$ cat src/rtl/lirq_pkg.sv
package lirq_pkg;
  localparam int ADDR_W = 8;

  localparam logic [ADDR_W-1:0] OFS_GATE  = 8'h04;
  localparam logic [ADDR_W-1:0] OFS_PEND  = 8'h50;
  localparam logic [ADDR_W-1:0] OFS_MASK  = 8'h54;
  localparam logic [ADDR_W-1:0] OFS_POL   = 8'h58;
  localparam logic [ADDR_W-1:0] OFS_LEVEL = 8'h5C;

  typedef enum logic [2:0] {
    SEL_NONE,
    SEL_GATE,
    SEL_PEND,
    SEL_MASK,
    SEL_POL,
    SEL_LEVEL
  } reg_sel_e;

  function automatic reg_sel_e decode_addr(input logic [ADDR_W-1:0] a);
    case (a)
      OFS_GATE:  return SEL_GATE;
      OFS_PEND:  return SEL_PEND;
      OFS_MASK:  return SEL_MASK;
      OFS_POL:   return SEL_POL;
      OFS_LEVEL: return SEL_LEVEL;
      default:   return SEL_NONE;
    endcase
  endfunction
endpackage

$ cat src/rtl/lirq_sync.sv
module lirq_sync #(
  parameter int NUM_SRC     = 32,
  parameter int SYNC_STAGES = 2
) (
  input  logic               clk,
  input  logic               rst,
  input  logic [NUM_SRC-1:0] src_i,
  output logic [NUM_SRC-1:0] level_o
);
  localparam int LAST = SYNC_STAGES - 1;

  logic [NUM_SRC-1:0] stage_q [SYNC_STAGES];

  always_ff @(posedge clk) begin
    if (rst) begin
      for (int k = 0; k < SYNC_STAGES; k++) stage_q[k] <= '0;
    end else begin
      stage_q[0] <= src_i;
      for (int k = 1; k < SYNC_STAGES; k++) stage_q[k] <= stage_q[k-1];
    end
  end

  // Source n lands on register bit NUM_SRC-1-n.
  for (genvar n = 0; n < NUM_SRC; n++) begin : g_rev
    assign level_o[NUM_SRC-1-n] = stage_q[LAST][n];
  end
endmodule

$ cat src/rtl/lirq_pend.sv
module lirq_pend #(
  parameter int NUM_SRC = 32
) (
  input  logic               clk,
  input  logic               rst,
  input  logic [NUM_SRC-1:0] level_i,
  input  logic [NUM_SRC-1:0] pol_i,
  input  logic [NUM_SRC-1:0] clr_i,
  output logic [NUM_SRC-1:0] pend_o
);
  logic [NUM_SRC-1:0] asserted;
  logic [NUM_SRC-1:0] pend_q;

  // Polarity 1 flips a low wire into an asserted one.
  assign asserted = level_i ^ pol_i;

  always_ff @(posedge clk) begin
    if (rst) pend_q <= '0;
    else     pend_q <= (pend_q & ~clr_i) | asserted;
  end

  assign pend_o = pend_q;

  // a clear with no competing assertion empties the bit.
  p_clear_takes_r4: assert property (@(posedge clk) disable iff (rst)
    (pend_q & $past(clr_i & ~asserted)) == '0);

  // an asserted source is always pending on the following clock.
  p_level_sets_r5: assert property (@(posedge clk) disable iff (rst)
    ($past(asserted) & ~pend_q) == '0);
endmodule

$ cat src/rtl/lirq_regs.sv
module lirq_regs
  import lirq_pkg::*;
#(
  parameter int NUM_SRC = 32
) (
  input  logic               clk,
  input  logic               rst,
  input  logic [ADDR_W-1:0]  addr_i,
  input  logic               wr_i,
  input  logic [NUM_SRC-1:0] wdata_i,
  input  logic               rd_i,
  input  logic [NUM_SRC-1:0] level_i,
  input  logic [NUM_SRC-1:0] pend_i,
  output logic [NUM_SRC-1:0] mask_o,
  output logic [NUM_SRC-1:0] pol_o,
  output logic               gate_o,
  output logic [NUM_SRC-1:0] clr_o,
  output logic [NUM_SRC-1:0] rdata_o
);
  reg_sel_e           sel;
  logic               mapped;
  logic [NUM_SRC-1:0] mask_q;
  logic [NUM_SRC-1:0] pol_q;
  logic               gate_q;
  logic [NUM_SRC-1:0] rmux;
  logic [NUM_SRC-1:0] rdata_q;

  assign sel    = decode_addr(addr_i);
  assign mapped = (sel != SEL_NONE);

  always_ff @(posedge clk) begin
    if (rst) begin
      mask_q <= '0;
      pol_q  <= '0;
      gate_q <= 1'b0;
    end else if (wr_i) begin
      case (sel)
        SEL_MASK: mask_q <= wdata_i;
        SEL_POL:  pol_q  <= wdata_i;
        SEL_GATE: gate_q <= wdata_i[0];
        default:  ;
      endcase
    end
  end

  assign clr_o = (wr_i && sel == SEL_PEND) ? wdata_i : '0;

  always_comb begin
    rmux = '0;
    case (sel)
      SEL_GATE:  rmux[0] = gate_q;
      SEL_PEND:  rmux = pend_i;
      SEL_MASK:  rmux = mask_q;
      SEL_POL:   rmux = pol_q;
      SEL_LEVEL: rmux = level_i;
      default:   rmux = '0;
    endcase
  end

  always_ff @(posedge clk) begin
    if (rst)       rdata_q <= '0;
    else if (rd_i) rdata_q <= rmux;
  end

  assign mask_o  = mask_q;
  assign pol_o   = pol_q;
  assign gate_o  = gate_q;
  assign rdata_o = rdata_q;

  // a read of a hole returns zero.
  p_hole_reads_zero_r10: assert property (@(posedge clk) disable iff (rst)
    $past(rd_i && !mapped) |-> rdata_q == '0);

  // the enable register holds exactly what was written last cycle.
  p_mask_written_r9: assert property (@(posedge clk) disable iff (rst)
    $past(wr_i && sel == SEL_MASK) |-> mask_q == $past(wdata_i));

  // a write to a hole leaves the configuration alone.
  p_hole_write_inert_r10: assert property (@(posedge clk) disable iff (rst)
    $past(wr_i && !mapped) |-> ($stable(mask_q) && $stable(pol_q) && $stable(gate_q)));
endmodule

$ cat src/rtl/lvl_irq_ctrl.sv
module lvl_irq_ctrl
  import lirq_pkg::*;
#(
  parameter int NUM_SRC     = 32,
  parameter int SYNC_STAGES = 2
) (
  input  logic               clk,
  input  logic               rst,
  input  logic [NUM_SRC-1:0] irq_src,
  input  logic [ADDR_W-1:0]  bus_addr,
  input  logic               bus_wr,
  input  logic [NUM_SRC-1:0] bus_wdata,
  input  logic               bus_rd,
  output logic [NUM_SRC-1:0] bus_rdata,
  output logic               irq_out
);
  logic [NUM_SRC-1:0] level;
  logic [NUM_SRC-1:0] pend;
  logic [NUM_SRC-1:0] mask;
  logic [NUM_SRC-1:0] pol;
  logic [NUM_SRC-1:0] clr;
  logic               gate;
  logic               irq_q;

  lirq_sync #(.NUM_SRC(NUM_SRC), .SYNC_STAGES(SYNC_STAGES)) u_sync (
    .clk     (clk),
    .rst     (rst),
    .src_i   (irq_src),
    .level_o (level)
  );

  lirq_pend #(.NUM_SRC(NUM_SRC)) u_pend (
    .clk     (clk),
    .rst     (rst),
    .level_i (level),
    .pol_i   (pol),
    .clr_i   (clr),
    .pend_o  (pend)
  );

  lirq_regs #(.NUM_SRC(NUM_SRC)) u_regs (
    .clk     (clk),
    .rst     (rst),
    .addr_i  (bus_addr),
    .wr_i    (bus_wr),
    .wdata_i (bus_wdata),
    .rd_i    (bus_rd),
    .level_i (level),
    .pend_i  (pend),
    .mask_o  (mask),
    .pol_o   (pol),
    .gate_o  (gate),
    .clr_o   (clr),
    .rdata_o (bus_rdata)
  );

  always_ff @(posedge clk) begin
    if (rst) irq_q <= 1'b0;
    else     irq_q <= gate & (|(pend & mask));
  end

  assign irq_out = irq_q;

  // a closed gate keeps the cascade quiet.
  p_gate_closed_r7: assert property (@(posedge clk) disable iff (rst)
    !$past(gate) |-> !irq_out);

  // nothing enabled and pending means no cascade request.
  p_nothing_enabled_r7: assert property (@(posedge clk) disable iff (rst)
    $past((pend & mask) == '0) |-> !irq_out);
endmodule

$ cat config.mk
export PLATFORM = sky130hd
export DESIGN_NAME = lvl_irq_ctrl
export DESIGN_NICKNAME = d
export VERILOG_FILES = /design/src/rtl/lirq_pkg.sv /design/src/rtl/lirq_sync.sv /design/src/rtl/lirq_pend.sv /design/src/rtl/lirq_regs.sv /design/src/rtl/lvl_irq_ctrl.sv
export SDC_FILE = /design/constraint.sdc
export NUM_CORES = 1
export LEC_CHECK = 0
export BUFFER_PORTS_ARGS = -buffer_cell sky130_fd_sc_hd__buf_2
export CORE_MARGIN = 4
export CORE_UTILIZATION = 25
export CTS_CLUSTER_DIAMETER = 150
export CTS_CLUSTER_SIZE = 40
export DETAILED_ROUTE_END_ITERATION = 16
export GPL_TIMING_DRIVEN = 0
export PLACE_DENSITY = 0.46
export SYNTH_ARGS = -nofsm -noshare
export SYNTH_HDL_FRONTEND = slang
export SYNTH_SLANG_ARGS = --single-unit
$ cat constraint.sdc
create_clock -name clk -period 1.35 [get_ports clk]
set_input_delay 0 -clock clk [delete_from_list [all_inputs] [get_ports clk]]
set_output_delay 0 -clock clk [all_outputs]
set_load 0.01 [all_outputs]
* Word level (Yosys, flattened, before mapping) *
Memories as Yosys holds them, arrays and structs flattened.
Cells that the tools add are included.

word-level totals
  register bits = 130
  logic and storage cells = 39
  output and inout port bits = 33
  input port bits = 76
  bits in writable memories = 64
  memories kept = 1

memory list
  memory          words  width  rd ports  clocked after Yosys merged registers in  write ports  RTL line         RTL
  u_sync.stage_q  2      32     2         0                                        2            lirq_sync.sv:12  logic [NUM_SRC-1:0] stage_q [SYNC_STAGES];

cells by class
  mux-type cells = 9
  bitwise operators = 8
  eq/ne operators = 10
  reductions and logical operators = 5

operators with widths
  kind                  number
  $pmux W31 S4          1
  $mux W32              3
  $and A32 B32 Y32      2
  $eq A8 B7 Y1 const B  4
  $not A32 Y32          1
  $or A32 B32 Y32       1
  $reduce_or A32 Y1     1
  $xor A32 B32 Y32      1
  $pmux W3 S5           1
  $eq A8 B3 Y1 const B  1
  $eq A3 B2 Y1 const B  2
  $eq A3 B3 Y1 const B  2
  $reduce_and A2 Y1     3
  $pmux W1 S5           1
  $eq A3 B1 Y1 const B  1
  $mux W1               3
  $or A1 B1 Y1          2
  $and A1 B1 Y1         1
  $logic_and A1 B1 Y1   1

* Logic depth before layout (Yosys ltp) *
  depth in word-level cells = 8
  gate-level depth with buffers = 7
  gate-level depth less buffers = 4

* Cells and area by module *
A second synthesis with hierarchy kept.

second synthesis, totals
  cells, all modules = 767
  area total of the unflattened synthesis = 7938.9 um^2

modules (own cells, without submodules)
  module        area each (um^2)  cells each  sequential area each (um^2)  instances
  lirq_regs     4281.6            446         1941.9                       1
  lirq_sync     2158.3            167         1281.2                       1
  lirq_pend     1315.0            131         640.6                        1
  lvl_irq_ctrl  183.9             23          20.0                         1

* Worst setup path before layout *
No wires, ideal clock.

  path kind = input to register
  from = input port bus_addr[3]
  to = register u_regs.gate_q (netlist: u_regs.gate_o)
  slack = -154 ps
  stages = 7
  data required time = 1222 ps
  buffers on the path = 3
  data arrival time = 1376 ps
  library setup time = 128 ps
  cell sequence = buf_2 -> or4b_4 -> buf_2 -> buf_6 -> nor3_2 -> mux2i_1 -> nor2_1

between the ends
  cells in the longest elaborated chain, start to end = 4
  elaborated cells on any way between the ends = 8
  those cells by class = eq/ne (6); mux (1); reduce/logical (1)

RTL lines
  what                                          RTL line            RTL
  from (decl)                                   lvl_irq_ctrl.sv:10  input logic [ADDR_W-1:0] bus_addr,
  $eq A8 B7 Y1 or $eq A8 B3 Y1 (tied branches)  lirq_pkg.sv:20      case (a)
  $pmux W3 S5 *                                 lirq_pkg.sv:20
  $eq A3 B1 Y1 *                                lirq_regs.sv:37     case (sel)
  $reduce_and A2 Y1 (no source line) *          --
  to (signal assigned)                          lirq_regs.sv:40     SEL_GATE: gate_q <= wdata_i[0];
  to (decl)                                     lirq_regs.sv:24     logic gate_q;

Every way passes the cells marked *; elsewhere a longest branch is shown, timed or not.
A chain may end at the register's enable or synchronous reset.

* Final worst setup path *
  from = register u_pend.pend_q[3] (netlist: u_pend.pend_o[3])
  to = register irq_q (netlist: irq_out)

between the ends
  cells in the longest elaborated chain, start to end = 3

RTL lines
  what                    RTL line            RTL
  from (decl)             lirq_pend.sv:12     logic [NUM_SRC-1:0] pend_q;
  from (signal assigned)  lirq_pend.sv:19     else pend_q <= (pend_q & ~clr_i) | asserted;
  $and A32 B32 Y32        lvl_irq_ctrl.sv:59  else irq_q <= gate & (|(pend & mask));
  $reduce_or A32 Y1       lvl_irq_ctrl.sv:59
  $and A1 B1 Y1           lvl_irq_ctrl.sv:59
  to (signal assigned)    lvl_irq_ctrl.sv:59
  to (decl)               lvl_irq_ctrl.sv:23  logic irq_q;

No other way between the ends.

==> metrics.md <==
| Metric | Value |
|---|---|
| Syn-to-layout area delta | `31.2%` |
| Final Wtd Congestion | `between 0.8 and 0.9` |
| Crit Path Max Fanout | `3` |
| Area contributors post-synth | `dfxtp_1 (48%), a21oi_1 (5.2%), nand2b_1 (5.1%), nor2b_1 (5.0%), mux2i_1 (4.1%)` |
| Clock Latency Late Sink | `440 ps` |
| CP Data Required Time | `between 1500 and 2000 ps` |
| Post-synthesis cell type count | `43` |
| CP top delay family | `simple AND/OR/NAND/NOR gates` |
| Starting Density | `25.6%` |
| Top-area cell type share of the netlist area | `47.8%` |
| Total GRT Usage | `between 15 and 20%` |
| Finished Layout Cells | `around 1500` |
| Skew final | `between 10 and 15 ps` |
| Row count | `65` |
| Mapped Area | `~8100 µm²` |
| Layout cells sized above 1 | `between 20% and 30%` |
| Full die area | `about 35000 µm²` |
| Slew HR | `between 40% and 50%` |
| LEAKAGE | `3.86 nW` |
| First-pass GRT wire length | `~45 mm` |
| Number of synthesized flops with an enable pin | `0` |
| Cell Chain, Critical Path | `a22oi_2 > nand4_1 > nor4_2 > nor3b_2` |
| Initial DRC Count | `466` |
| Util after Layout | `between 30 and 40%` |
| HP Class | `in -> reg` |
| Vias per inst | `between 4 and 5` |
| Yosys synthesis warning count | `0` |
| Max Freq | `between 700 and 800 MHz` |
| Pwr Density | `1130 nW/µm²` |
| Final net count | `around 1100` |
| Vias in the first global route | `7132` |
| Design area | `between 10000 and 15000 µm²` |
| Syn Nets | `around 950` |
| Crit path largest cell delay | `approximately 370 ps` |
| Max cap viols | `0` |
| Status | `completed` |
| Seq cells post-synth | `~190` |
| Largest net degree at the start of global routing | `17` |
| Clock Pin Slew Worst Setup and Hold Paths | `70 ps` |
| Max-slew violations | `0` |
| Inserted Clock Buffers | `17` |
| N_diodes | `0` |
| CP Launch Type | `flop` |
| Via count | `around 7000` |
| Post-synth top flop | `dfxtp_1` |
| HPWL Detailed | `between 20 and 25 mm` |
| Most frequent cells in the layout | `dfxtp_1 (193), buf_2 (113), nand2_1 (83), a21oi_1 (83), nand2b_1 (66)` |
| Post-synthesis sequential area ratio | `between 40% and 50%` |
| Grt total ovfl | `0` |
| Most common cell after layout, fill and taps aside | `dfxtp_1` |
| Slowest cell on crit path | `dfxtp_1` |
| Drt total wl | `about 30 mm` |
| I/O pin cnt | `109` |
| Maximum VDD drop | `a little under 0.0008 V` |
| Root cell of the clock tree | `clkbuf_16` |
| DR WL/cell | `20.1 µm` |
| # DRC | `0` |
| Max Root-Sink Buffers | `2` |
| Critical Path End Type | `flop` |
| Total iterations of the first detailed-routing run | `5` |
| Tcrit/Tclk final | `95.7%` |
| Fill cell total of the finished layout | `3340` |
| Total core area | `about 32000 µm²` |
| Cells after Synth | `approximately 880` |
| Async SR Flop Fraction | `0%` |
| # port buffers | `107` |
| TritonCTS clock tree | `done` |
| Initial antenna violation count | `0` |
| CP bufs+invs | `0` |
| Final min period | `~1300 ps` |
| Placed insts | `between 1000 and 1500` |
| Die Span Y | `between 150 and 200 µm` |
| Die W | `around 190 µm` |
| Antenna Nets Post-Route | `0` |
| Crit Path Class | `reg -> reg` |
| Final Hold Viols | `0` |
| Avg Cell Area, Syn | `9.26 µm²` |
| # H-tree levels | `4` |
| Placed cell area | `slightly above 9000 µm²` |
| Final setup vio count | `0` |
| Yosys top cell by area | `dfxtp_1` |
| Arrival @ worst endpoint | `roughly 1600 ps` |
| Slew @ Worst Pin | `around 830 ps` |
| Hold_ws | `9.98 ps` |
| CTS Sinks | `about 190` |
[layer usage]
layer  track usage [%]  vias to the layer above  part of all wire (%)
met5                 0                        -                     0
met4              5.19                        0                   1.9
met3              2.83                       39                   4.7
met2              28.5                      192                    49
met1              22.3                     3356                    45
li1                  -                     3453                     -
[what timing repair did]
action | in CTS | in global routing
endpoints found under the setup margin | 126 | 88
endpoints found under the hold margin | 133 | 0
resized for setup | 27 | 33
buffers inserted | 1 | 2
pin swaps | 2 | 8
gates cloned | 0 | 0
hold buffers | 65 | 0
[metrics by stage]
step / power [W] / setup TNS [ps] / worst slack, ps
floorplan: 0.00664 / -2360 / -83.9
global placement: 0.00713 / -86010 / -799
detailed placement: 0.00713 / -88150 / -785
CTS: 0.0122 / -6.14 / -2.80
global route: 0.0125 / -5.72 / -5.72
finish: 0.0120 / 0 / 57.7
[final timing paths]
| kind | from | end | slack (ps) | cells past startpoint |
|---|---|---|---|---|
| setup / recovery | u_pend.pend_o[3] | irq_out | 60 | 4 |
| hold / removal | rst | u_regs.rdata_o[31] | 10 | 3 |
| setup reg to reg | u_pend.pend_o[3] | irq_out | 60 | 4 |
| hold reg to reg | u_sync.stage_q[0][21] | u_sync.stage_q[0][53] | 440 | 1 |
[cell families after synthesis]
group                     synth area share [%]
xor gates and xnor gates                  3.56
AOI/OAI and AO/OA                         20.9
buffers and inverters                     5.47
and+or+nand+nor                           18.3
muxes                                     4.07
DFF                                       47.8
[area by class of cell]
cell class | count | area [µm²] | area share [%]
clock inverter | 10 | 77.6 | 0.728
buffer | 67 | 374 | 3.51
clock buffer | 22 | 474 | 4.45
sequential | 194 | 3880 | 36.4
tap | 435 | 544 | 5.10
multi-input combinational | 579 | 3940 | 37.0
inverter | 35 | 131 | 1.23
timing repair buffer | 175 | 1230 | 11.6
[report_power, final]
| part | switching (W) | internal (W) | leakage [nW] |
|---|---|---|---|
| sequential | 0.000131 | 0.00588 | 1.58 |
| clock | 0.00235 | 0.00253 | 0.267 |
| combinational | 0.000649 | 0.000512 | 2.01 |
| total | 0.00313 | 0.00892 | 3.86 |
[worst register-to-register path: stages (launching register included)]
cell and delay (ps):
dfxtp_1 370, a22oi_2 230, nand4_1 130, nor4_2 320
nor3b_2 110
[state kept, by name (all words and copies together), names as in the netlist]
| name | flops |
|---|---|
| irq_out | 1 |
| u_pend.pend_o | 32 |
| u_regs.gate_o | 1 |
| u_regs.mask_o | 32 |
| u_regs.pol_o | 32 |
| u_regs.rdata_o | 32 |
| u_sync.stage_q | 64 |
[Yosys cell counts, types with 2 or more instances]
library cell	n
a22o_1	14
nand4b_1	2
a21oi_2	11
a22oi_1	30
dfxtp_1	194
nand4_1	5
nand2_1	83
o21ai_1	41
inv_1	33
nor2b_1	65
a311oi_2	10
a311o_1	2
a21oi_1	85
nor3_2	2
a311oi_1	5
nor2_1	2
nand3_1	35
buf_4	3
o221a_1	16
and3_1	3
mux2i_1	33
xnor2_1	33
a221o_1	16
buf_6	3
clkbuf_1	54
buf_2	7
o21ai_0	8
nand2b_1	66
and2_1	2
Power figures use the tool's default switching activity.
